<file path="config.mk">
export PLATFORM = sky130hd
export DESIGN_NAME = ipcm_top
export DESIGN_NICKNAME = d
export VERILOG_FILES = /design/src/rtl/ipcm_pkg.sv /design/src/rtl/ipcm_fifo.sv /design/src/rtl/ipcm_side.sv /design/src/rtl/ipcm_top.sv
export SDC_FILE = /design/constraint.sdc
export NUM_CORES = 1
export LEC_CHECK = 0
export BUFFER_PORTS_ARGS = -buffer_cell sky130_fd_sc_hd__buf_2
export CAP_MARGIN = 30
export CELL_PAD_IN_SITES_DETAIL_PLACEMENT = 0
export CELL_PAD_IN_SITES_GLOBAL_PLACEMENT = 2
export CORE_MARGIN = 2
export CORE_UTILIZATION = 47
export CTS_CLUSTER_DIAMETER = 80
export DETAILED_ROUTE_END_ITERATION = 6
export PLACE_DENSITY = 0.76
export SLEW_MARGIN = 10
export SYNTH_ARGS = -nofsm -noshare
export SYNTH_HDL_FRONTEND = slang
export SYNTH_SLANG_ARGS = --single-unit
</file>
<file path="constraint.sdc">
create_clock -name clk -period 5.23 [get_ports clk]
set_input_delay 0.2615 -clock clk [delete_from_list [all_inputs] [get_ports clk]]
set_output_delay 0.2615 -clock clk [all_outputs]
set_load 0.05 [all_outputs]
</file>
<file path="src/rtl/ipcm_pkg.sv">
package ipcm_pkg;
  localparam int unsigned WORD_W = 32;
  localparam int unsigned SYNC_W = 8;

  typedef enum logic [1:0] {
    REG_SYNC = 2'd0,
    REG_CTRL = 2'd1,
    REG_SEND = 2'd2,
    REG_RECV = 2'd3
  } reg_sel_e;

  localparam int unsigned SYNC_IN_LSB  = 0;
  localparam int unsigned SYNC_OUT_LSB = 8;
  localparam int unsigned SYNC_RING_B  = 29;
  localparam int unsigned SYNC_RING_A  = 30;
  localparam int unsigned SYNC_IE_BIT  = 31;

  localparam int unsigned CT_TX_EMPTY = 0;
  localparam int unsigned CT_TX_FULL  = 1;
  localparam int unsigned CT_TX_IE    = 2;
  localparam int unsigned CT_TX_FLUSH = 3;
  localparam int unsigned CT_RX_EMPTY = 8;
  localparam int unsigned CT_RX_FULL  = 9;
  localparam int unsigned CT_RX_IE    = 10;
  localparam int unsigned CT_ERR      = 14;
  localparam int unsigned CT_EN       = 15;
endpackage

</file>
<file path="src/rtl/ipcm_fifo.sv">
module ipcm_fifo #(
  parameter int unsigned W     = 32,
  parameter int unsigned DEPTH = 16
) (
  input  logic         clk,
  input  logic         rst_n,
  input  logic         push,
  input  logic         pop,
  input  logic         flush,
  input  logic [W-1:0] wdata,
  output logic [W-1:0] rdata,
  output logic         empty,
  output logic         full
);
  localparam int unsigned AW = (DEPTH > 1) ? $clog2(DEPTH) : 1;
  localparam int unsigned CW = $clog2(DEPTH + 1);
  localparam logic [AW-1:0] LAST_IDX = AW'(DEPTH - 1);
  localparam logic [CW-1:0] FULL_CNT = CW'(DEPTH);

  logic [W-1:0]  mem [DEPTH];
  logic [AW-1:0] wp_q, wp_n, rp_q, rp_n;
  logic [CW-1:0] cnt_q, cnt_n;
  logic [W-1:0]  last_q, last_n;
  logic          do_push, do_pop;

  assign empty   = (cnt_q == '0);
  assign full    = (cnt_q == FULL_CNT);
  assign do_push = push & ~full & ~flush;
  assign do_pop  = pop & ~empty & ~flush;
  assign rdata   = empty ? last_q : mem[rp_q];

  always_comb begin
    wp_n   = wp_q;
    rp_n   = rp_q;
    cnt_n  = cnt_q;
    last_n = last_q;
    if (flush) begin
      wp_n  = '0;
      rp_n  = '0;
      cnt_n = '0;
    end else begin
      if (do_push) wp_n = (wp_q == LAST_IDX) ? '0 : wp_q + 1'b1;
      if (do_pop) begin
        rp_n   = (rp_q == LAST_IDX) ? '0 : rp_q + 1'b1;
        last_n = mem[rp_q];
      end
      case ({do_push, do_pop})
        2'b10:   cnt_n = cnt_q + 1'b1;
        2'b01:   cnt_n = cnt_q - 1'b1;
        default: cnt_n = cnt_q;
      endcase
    end
  end

  always_ff @(posedge clk or negedge rst_n) begin
    if (!rst_n) begin
      wp_q   <= '0;
      rp_q   <= '0;
      cnt_q  <= '0;
      last_q <= '0;
    end else begin
      wp_q   <= wp_n;
      rp_q   <= rp_n;
      cnt_q  <= cnt_n;
      last_q <= last_n;
    end
  end

  always_ff @(posedge clk) begin
    if (do_push) mem[wp_q] <= wdata;
  end

  assert_count_bound_R4: assert property (@(posedge clk) disable iff (!rst_n)
    cnt_q <= FULL_CNT);

  assert_no_overflow_R6: assert property (@(posedge clk) disable iff (!rst_n)
    (push && full && !pop && !flush) |=> $stable(cnt_q));

  assert_flush_empties_R8: assert property (@(posedge clk) disable iff (!rst_n)
    flush |=> empty);

  assert_drain_to_empty_R5: assert property (@(posedge clk) disable iff (!rst_n)
    (pop && !push && !flush && cnt_q == CW'(1)) |=> empty);
endmodule

</file>
<file path="src/rtl/ipcm_side.sv">
module ipcm_side
  import ipcm_pkg::*;
#(
  parameter int unsigned W  = WORD_W,
  parameter int unsigned SW = SYNC_W
) (
  input  logic          clk,
  input  logic          rst_n,
  input  logic          wr,
  input  logic          rd,
  input  logic [1:0]    addr,
  input  logic [3:0]    be,
  input  logic [W-1:0]  wdata,
  output logic [W-1:0]  rdata,
  input  logic [SW-1:0] peer_sync,
  output logic [SW-1:0] own_sync,
  output logic          sync_ie,
  output logic [1:0]    ring,
  input  logic          tx_empty,
  input  logic          tx_full,
  input  logic          rx_empty,
  input  logic          rx_full,
  input  logic [W-1:0]  rx_data,
  output logic          push,
  output logic          pop,
  output logic          flush,
  output logic          fifo_irq
);
  logic [SW-1:0] sync_q, sync_n;
  logic sie_q, sie_n, txie_q, txie_n, rxie_q, rxie_n;
  logic en_q, en_n, err_q, err_n, err_clr, err_set;
  logic txe_q, rxe_q, irq_q, irq_n;
  logic wr_sync, wr_ctrl, wr_send, rd_recv;

  assign wr_sync = wr & (addr == REG_SYNC);
  assign wr_ctrl = wr & (addr == REG_CTRL);
  assign wr_send = wr & (addr == REG_SEND);
  assign rd_recv = rd & (addr == REG_RECV);

  assign push    = wr_send & en_q;
  assign pop     = rd_recv & en_q;
  assign flush   = wr_ctrl & be[0] & wdata[CT_TX_FLUSH];
  assign err_clr = wr_ctrl & be[1] & wdata[CT_ERR];
  assign err_set = (push & tx_full) | (pop & rx_empty);
  assign ring[0] = wr_sync & be[3] & wdata[SYNC_RING_A];
  assign ring[1] = wr_sync & be[3] & wdata[SYNC_RING_B];

  assign own_sync = sync_q;
  assign sync_ie  = sie_q;
  assign fifo_irq = irq_q;

  always_comb begin
    sync_n = sync_q;
    sie_n  = sie_q;
    txie_n = txie_q;
    rxie_n = rxie_q;
    en_n   = en_q;
    if (wr_sync && be[1]) sync_n = wdata[SYNC_OUT_LSB +: SW];
    if (wr_sync && be[3]) sie_n  = wdata[SYNC_IE_BIT];
    if (wr_ctrl && be[0]) txie_n = wdata[CT_TX_IE];
    if (wr_ctrl && be[1]) begin
      rxie_n = wdata[CT_RX_IE];
      en_n   = wdata[CT_EN];
    end
    err_n = err_set | (err_q & ~err_clr);
    irq_n = (txie_q & tx_empty & ~txe_q) | (rxie_q & ~rx_empty & rxe_q);
  end

  always_ff @(posedge clk or negedge rst_n) begin
    if (!rst_n) begin
      sync_q <= '0;
      sie_q  <= 1'b0;
      txie_q <= 1'b0;
      rxie_q <= 1'b0;
      en_q   <= 1'b0;
      err_q  <= 1'b0;
      txe_q  <= 1'b1;
      rxe_q  <= 1'b1;
      irq_q  <= 1'b0;
    end else begin
      sync_q <= sync_n;
      sie_q  <= sie_n;
      txie_q <= txie_n;
      rxie_q <= rxie_n;
      en_q   <= en_n;
      err_q  <= err_n;
      txe_q  <= tx_empty;
      rxe_q  <= rx_empty;
      irq_q  <= irq_n;
    end
  end

  always_comb begin
    rdata = '0;
    case (reg_sel_e'(addr))
      REG_SYNC: begin
        rdata[SYNC_IN_LSB +: SW]  = peer_sync;
        rdata[SYNC_OUT_LSB +: SW] = sync_q;
        rdata[SYNC_IE_BIT]        = sie_q;
      end
      REG_CTRL: begin
        rdata[CT_TX_EMPTY] = tx_empty;
        rdata[CT_TX_FULL]  = tx_full;
        rdata[CT_TX_IE]    = txie_q;
        rdata[CT_RX_EMPTY] = rx_empty;
        rdata[CT_RX_FULL]  = rx_full;
        rdata[CT_RX_IE]    = rxie_q;
        rdata[CT_ERR]      = err_q;
        rdata[CT_EN]       = en_q;
      end
      REG_RECV: rdata = rx_data;
      default:  rdata = '0;
    endcase
  end

  assert_err_sticky_R7: assert property (@(posedge clk) disable iff (!rst_n)
    (err_q && !err_clr) |=> err_q);

  assert_disabled_no_error_R9: assert property (@(posedge clk) disable iff (!rst_n)
    (!en_q && !err_q) |=> !err_q);
endmodule

</file>
<file path="src/rtl/ipcm_top.sv">
module ipcm_top
  import ipcm_pkg::*;
#(
  parameter int unsigned W     = WORD_W,
  parameter int unsigned SW    = SYNC_W,
  parameter int unsigned DEPTH = 16
) (
  input  logic         clk,
  input  logic         rst_n,
  input  logic         a_wr,
  input  logic         a_rd,
  input  logic [1:0]   a_addr,
  input  logic [3:0]   a_be,
  input  logic [W-1:0] a_wdata,
  output logic [W-1:0] a_rdata,
  output logic         a_irq,
  input  logic         b_wr,
  input  logic         b_rd,
  input  logic [1:0]   b_addr,
  input  logic [3:0]   b_be,
  input  logic [W-1:0] b_wdata,
  output logic [W-1:0] b_rdata,
  output logic         b_irq
);
  localparam int unsigned NS = 2;

  logic          s_wr [NS];
  logic          s_rd [NS];
  logic [1:0]    s_addr [NS];
  logic [3:0]    s_be [NS];
  logic [W-1:0]  s_wdata [NS];
  logic [W-1:0]  s_rdata [NS];
  logic [SW-1:0] s_sync [NS];
  logic          s_sie [NS];
  logic [1:0]    s_ring [NS];
  logic          s_push [NS];
  logic          s_pop [NS];
  logic          s_flush [NS];
  logic          s_firq [NS];
  logic [W-1:0]  q_rdata [NS];
  logic          q_empty [NS];
  logic          q_full [NS];
  logic [NS-1:0] bell_q, bell_n;

  assign s_wr[0] = a_wr;   assign s_wr[1] = b_wr;
  assign s_rd[0] = a_rd;   assign s_rd[1] = b_rd;
  assign s_addr[0] = a_addr; assign s_addr[1] = b_addr;
  assign s_be[0] = a_be;   assign s_be[1] = b_be;
  assign s_wdata[0] = a_wdata; assign s_wdata[1] = b_wdata;
  assign a_rdata = s_rdata[0];
  assign b_rdata = s_rdata[1];
  assign a_irq = s_firq[0] | bell_q[0];
  assign b_irq = s_firq[1] | bell_q[1];

  for (genvar s = 0; s < NS; s++) begin : g_side
    localparam int unsigned P = NS - 1 - s;

    ipcm_fifo #(.W(W), .DEPTH(DEPTH)) u_q (
      .clk   (clk),
      .rst_n (rst_n),
      .push  (s_push[s]),
      .pop   (s_pop[P]),
      .flush (s_flush[s]),
      .wdata (s_wdata[s]),
      .rdata (q_rdata[s]),
      .empty (q_empty[s]),
      .full  (q_full[s])
    );

    ipcm_side #(.W(W), .SW(SW)) u_side (
      .clk       (clk),
      .rst_n     (rst_n),
      .wr        (s_wr[s]),
      .rd        (s_rd[s]),
      .addr      (s_addr[s]),
      .be        (s_be[s]),
      .wdata     (s_wdata[s]),
      .rdata     (s_rdata[s]),
      .peer_sync (s_sync[P]),
      .own_sync  (s_sync[s]),
      .sync_ie   (s_sie[s]),
      .ring      (s_ring[s]),
      .tx_empty  (q_empty[s]),
      .tx_full   (q_full[s]),
      .rx_empty  (q_empty[P]),
      .rx_full   (q_full[P]),
      .rx_data   (q_rdata[P]),
      .push      (s_push[s]),
      .pop       (s_pop[s]),
      .flush     (s_flush[s]),
      .fifo_irq  (s_firq[s])
    );

    assign bell_n[s] = (s_ring[0][s] | s_ring[1][s]) & s_sie[s];
  end

  always_ff @(posedge clk or negedge rst_n) begin
    if (!rst_n) bell_q <= '0;
    else        bell_q <= bell_n;
  end

  assert_bell_needs_enable_R3: assert property (@(posedge clk) disable iff (!rst_n)
    bell_q[0] |-> $past(s_sie[0]));
endmodule

</file>
==> metrics.cfg <==
[critical_path]
reg2reg_from=g_side[0].u_q.cnt_q[1]$_DFFE_PN0P_
crit_start=g_side[0].u_q.cnt_q[1]$_DFFE_PN0P_
crit_path_start_kind=register
worstSetupPathType=register to primary output
worstPathRequired_ps=4970
critPathCaptureType=primary output
cp_slowest_stage_delay_ps=640
path_cells=nor4_4 > nand2_2 > inv_2 > a22oi_1 > o221ai_1 > buf_2
cp_data_arrival_time_ps=3840
path_max_fanout=28
critical-path-slowest-cell=sky130_fd_sc_hd__inv_2

[run]
cap_viol_max_count=0

[synthesis]
synth_largest_area_cell=sky130_fd_sc_hd__edfxtp_1
share_of_yosys_cell_area_claimed_by_the_top_area_cell_type_pct=68.0
syn_area_um2=45200
synth-edff-count=1024
postSynthNetCount=2360
avgSynthCellArea_um2=20.1
synthesis.yosys.warnings=0
synth_async_sr_flop_share_pct=10.6
ys_seq_area_share_pct=74.7
synthesis.instances=2252
ys_types=56
synth-seq-cells=1146
ys_top_cells_by_area=sky130_fd_sc_hd__edfxtp_1 (68%), sky130_fd_sc_hd__mux4_2 (13%), sky130_fd_sc_hd__dfrtp_1 (6.6%)
yosys_most_used_dff=sky130_fd_sc_hd__edfxtp_1

[sta]
layout_worst_path_cycle_share_pct=78.5
final-hold-violation-count=0
fin_setup_tns_ps=0
report.final.setup_viol=0
slew_viol_final=0
grt_setup_unrepaired=no
slew_headroom_pct=34.7
layout_setup_ws_ps=1120
finalClockSkew_ps=31.8
fmaxAchievable_ghz=0.244
layout_min_cycle_time_ps=4110
transition_time_at_the_pin_with_the_least_slew_margin_ps=979

[clock_network]
cts.reportedPaths.clkPinSlew_ps=60
cts_max_path_buffers=3
hold_buffers=75
cts.repair.resized=0
ctsRootBufferMaster=sky130_fd_sc_hd__clkbuf_16
worstSkewPairLatency_ps=740
cts_tree=done
cts_num_sinks=1146
post-cts-setup-buffers=0
numCtsBuffers=115
cts_max_level=3

[grt]
via_count_of_the_first_global_routing_pass=23900
antenna_found_initial=5
grtUsageTotal_pct=22.9
grt_remaining_overflow=0
maximum_number_of_pins_on_one_net_before_global_route_repair=71
grt_first_pass_wirelength_mm=164

[worst_hold_path]
min_delay_startpoint=a_rd
min_path_type=input pin to register

[final_layout]
area_growth_syn_to_layout_pct=16.0
filler_cell_count=7233
num-nets-final=2642
fraction_of_layout_cells_with_a_size_suffix_above_1_pct=29.8

[die]
start_util_pct=47.5
placeableCoreArea_um2=95200
die_width_um=314
full_die_area_um2=98700
top_level_ports=148
chipHeight_um=314
std_cell_rows=113

[placed_design]
dp_worst_setup_slack_ps=1540
hpwl_mm=65.7
numPortBuffers=145
place.gp.congestion=0.795

[detailed_routing]
vias=23400
detail_route.vias_per_cell=6.00
drtIter0Drc=2624
detailed_route_wire_length_per_cell_um=28.7
detail_route.drc_violations=0
drtPass1Iterations=7
drt-total-wl_mm=112
ant_nets=0

[pwr]
ir_drop_mv=0.331
power_per_cell_area_nw_per_um2=463
cellLeakagePower_uw=0.0175

[run_status]
outcome=finished, final reports clean

==> worst paths after layout <==
check | endpoint | slack [ps] | cells past startpoint
min in group asynchronous | g_side[0].u_q.cnt_q[0]$_DFFE_PN0P_ | 210 | 2
max in group asynchronous | g_side[0].u_side.own_sync[0]$_DFFE_PN0P_ | 3680 | 3
setup / recovery | a_rdata[0] | 1120 | 6
setup reg to reg | g_side[0].u_q.cnt_q[4]$_DFFE_PN0P_ | 1770 | 12
hold / removal | g_side[1].u_q.rp_q[0]$_DFFE_PN0P_ | 110 | 5
hold reg to reg | g_side[0].u_q.last_q[22]$_DFFE_PN0P_ | 480 | 2
==> cells by family (layout without fill, tap and decap cells) <==
group,count (synthesis),in the layout,share of synthesized area (%)
xor gates and xnor gates,12,12,0.232
DFF,1146,1146,74.7
muxes,284,284,13.4
other,0,2,0
and+or+nand+nor,274,274,3.01
AOI/OAI and AO/OA,349,349,6.08
buffers and inverters,161,546,1.77
adders and majority gates,26,26,0.719
==> power by group <==
part / switching [uW] / internal (uW)
clock network: 3520 / 4800
registers: 478 / 10400
logic: 2870 / 2180
==> cells in the mapped netlist (all sizes together) (3+ instances only) <==
cell       n
nor2b      9
a32oi      5
clkbuf    53
a22oi     32
nand4b     8
dfrtp    120
nor2      52
mux2i      4
a221oi    52
buf       83
nand4      4
xor2       8
a21oi     23
or3        6
ha        26
nor3b      4
o221ai    16
a22o      81
o32ai      4
inv       24
edfxtp  1024
nand3b     3
o21ai    125
and2      15
nand2b     5
mux2      24
nor3       7
mux4     256
nand3     52
and4       3
xnor2      4
nand2     99
==> layer usage <==
metal,up-vias,track usage (%),share of wire [%]
li1,9940,-,-
met1,12500,33.6,43
met2,796,36.4,48
met3,152,3.29,6.5
met4,2,5.84,2.0
met5,-,0,0.012
==> registers in the layout, summed over array words and instances (netlist names) <==
name	count
g_side.u_side.txie_q	2
g_side.u_side.txe_q	1
bell_q	2
g_side.u_side.en_q	2
g_side.u_side.rxe_q	1
g_side.u_side.fifo_irq	2
g_side.u_q.cnt_q	10
g_side.u_side.sync_ie	2
g_side.u_q.last_q	64
g_side.u_side.own_sync	16
g_side.u_side.rxie_q	2
g_side.u_side.err_q	2
g_side.u_q.mem	1024
g_side.u_q.rp_q	8
g_side.u_q.wp_q	8
==> critical path: cells and delay by family (launching register included) <==
kind	cells	cell delay (ps)
compound gates	2	740
buf+inv	2	1000
flops	1	480
simple gates	2	900
==> layout by cell type, fill, tap and decap left out, types with 31 or more instances in the layout <==
| cell | count |
|---|---|
| sky130_fd_sc_hd__mux4_2 | 256 |
| sky130_fd_sc_hd__a22o_1 | 81 |
| sky130_fd_sc_hd__a22oi_1 | 32 |
| sky130_fd_sc_hd__a221oi_2 | 47 |
| sky130_fd_sc_hd__buf_2 | 144 |
| sky130_fd_sc_hd__nand2_1 | 95 |
| sky130_fd_sc_hd__o21ai_0 | 94 |
| sky130_fd_sc_hd__o21ai_1 | 31 |
| sky130_fd_sc_hd__edfxtp_1 | 1024 |
| sky130_fd_sc_hd__clkbuf_16 | 115 |
| sky130_fd_sc_hd__dfrtp_1 | 116 |
| sky130_fd_sc_hd__nand3_1 | 52 |
| sky130_fd_sc_hd__dlygate4sd3_1 | 75 |
| sky130_fd_sc_hd__buf_4 | 69 |
| sky130_fd_sc_hd__nor2_1 | 36 |
==> through the flow <==
stage               area [um2]  power (uW)  cells  hold slack (ps)  util, %
floorplan                45200       14700   2252            -34.1        -
global placement         47700       16000   3598              390     50.1
detailed placement       47800       16100   3603              393     50.2
CTS                      52400       24500   3898             56.0     55.1
global route             52500       25200   3903             91.4     55.2
finish                   52500       24300   3904              106     55.2
==> area by class of cell <==
class | count | area [um2] | share of cell area [%]
diodes | 2 | 5.00 | 0.00954
clock buffers | 152 | 3150 | 6.00
clock inverters | 68 | 761 | 1.45
inverters | 25 | 93.8 | 0.179
multi-input cells | 945 | 10800 | 20.6
flip-flops and latches | 1146 | 33800 | 64.4
well taps | 1265 | 1580 | 3.02
repair buffers | 301 | 2260 | 4.31
(Power assumes the default switching activity.)
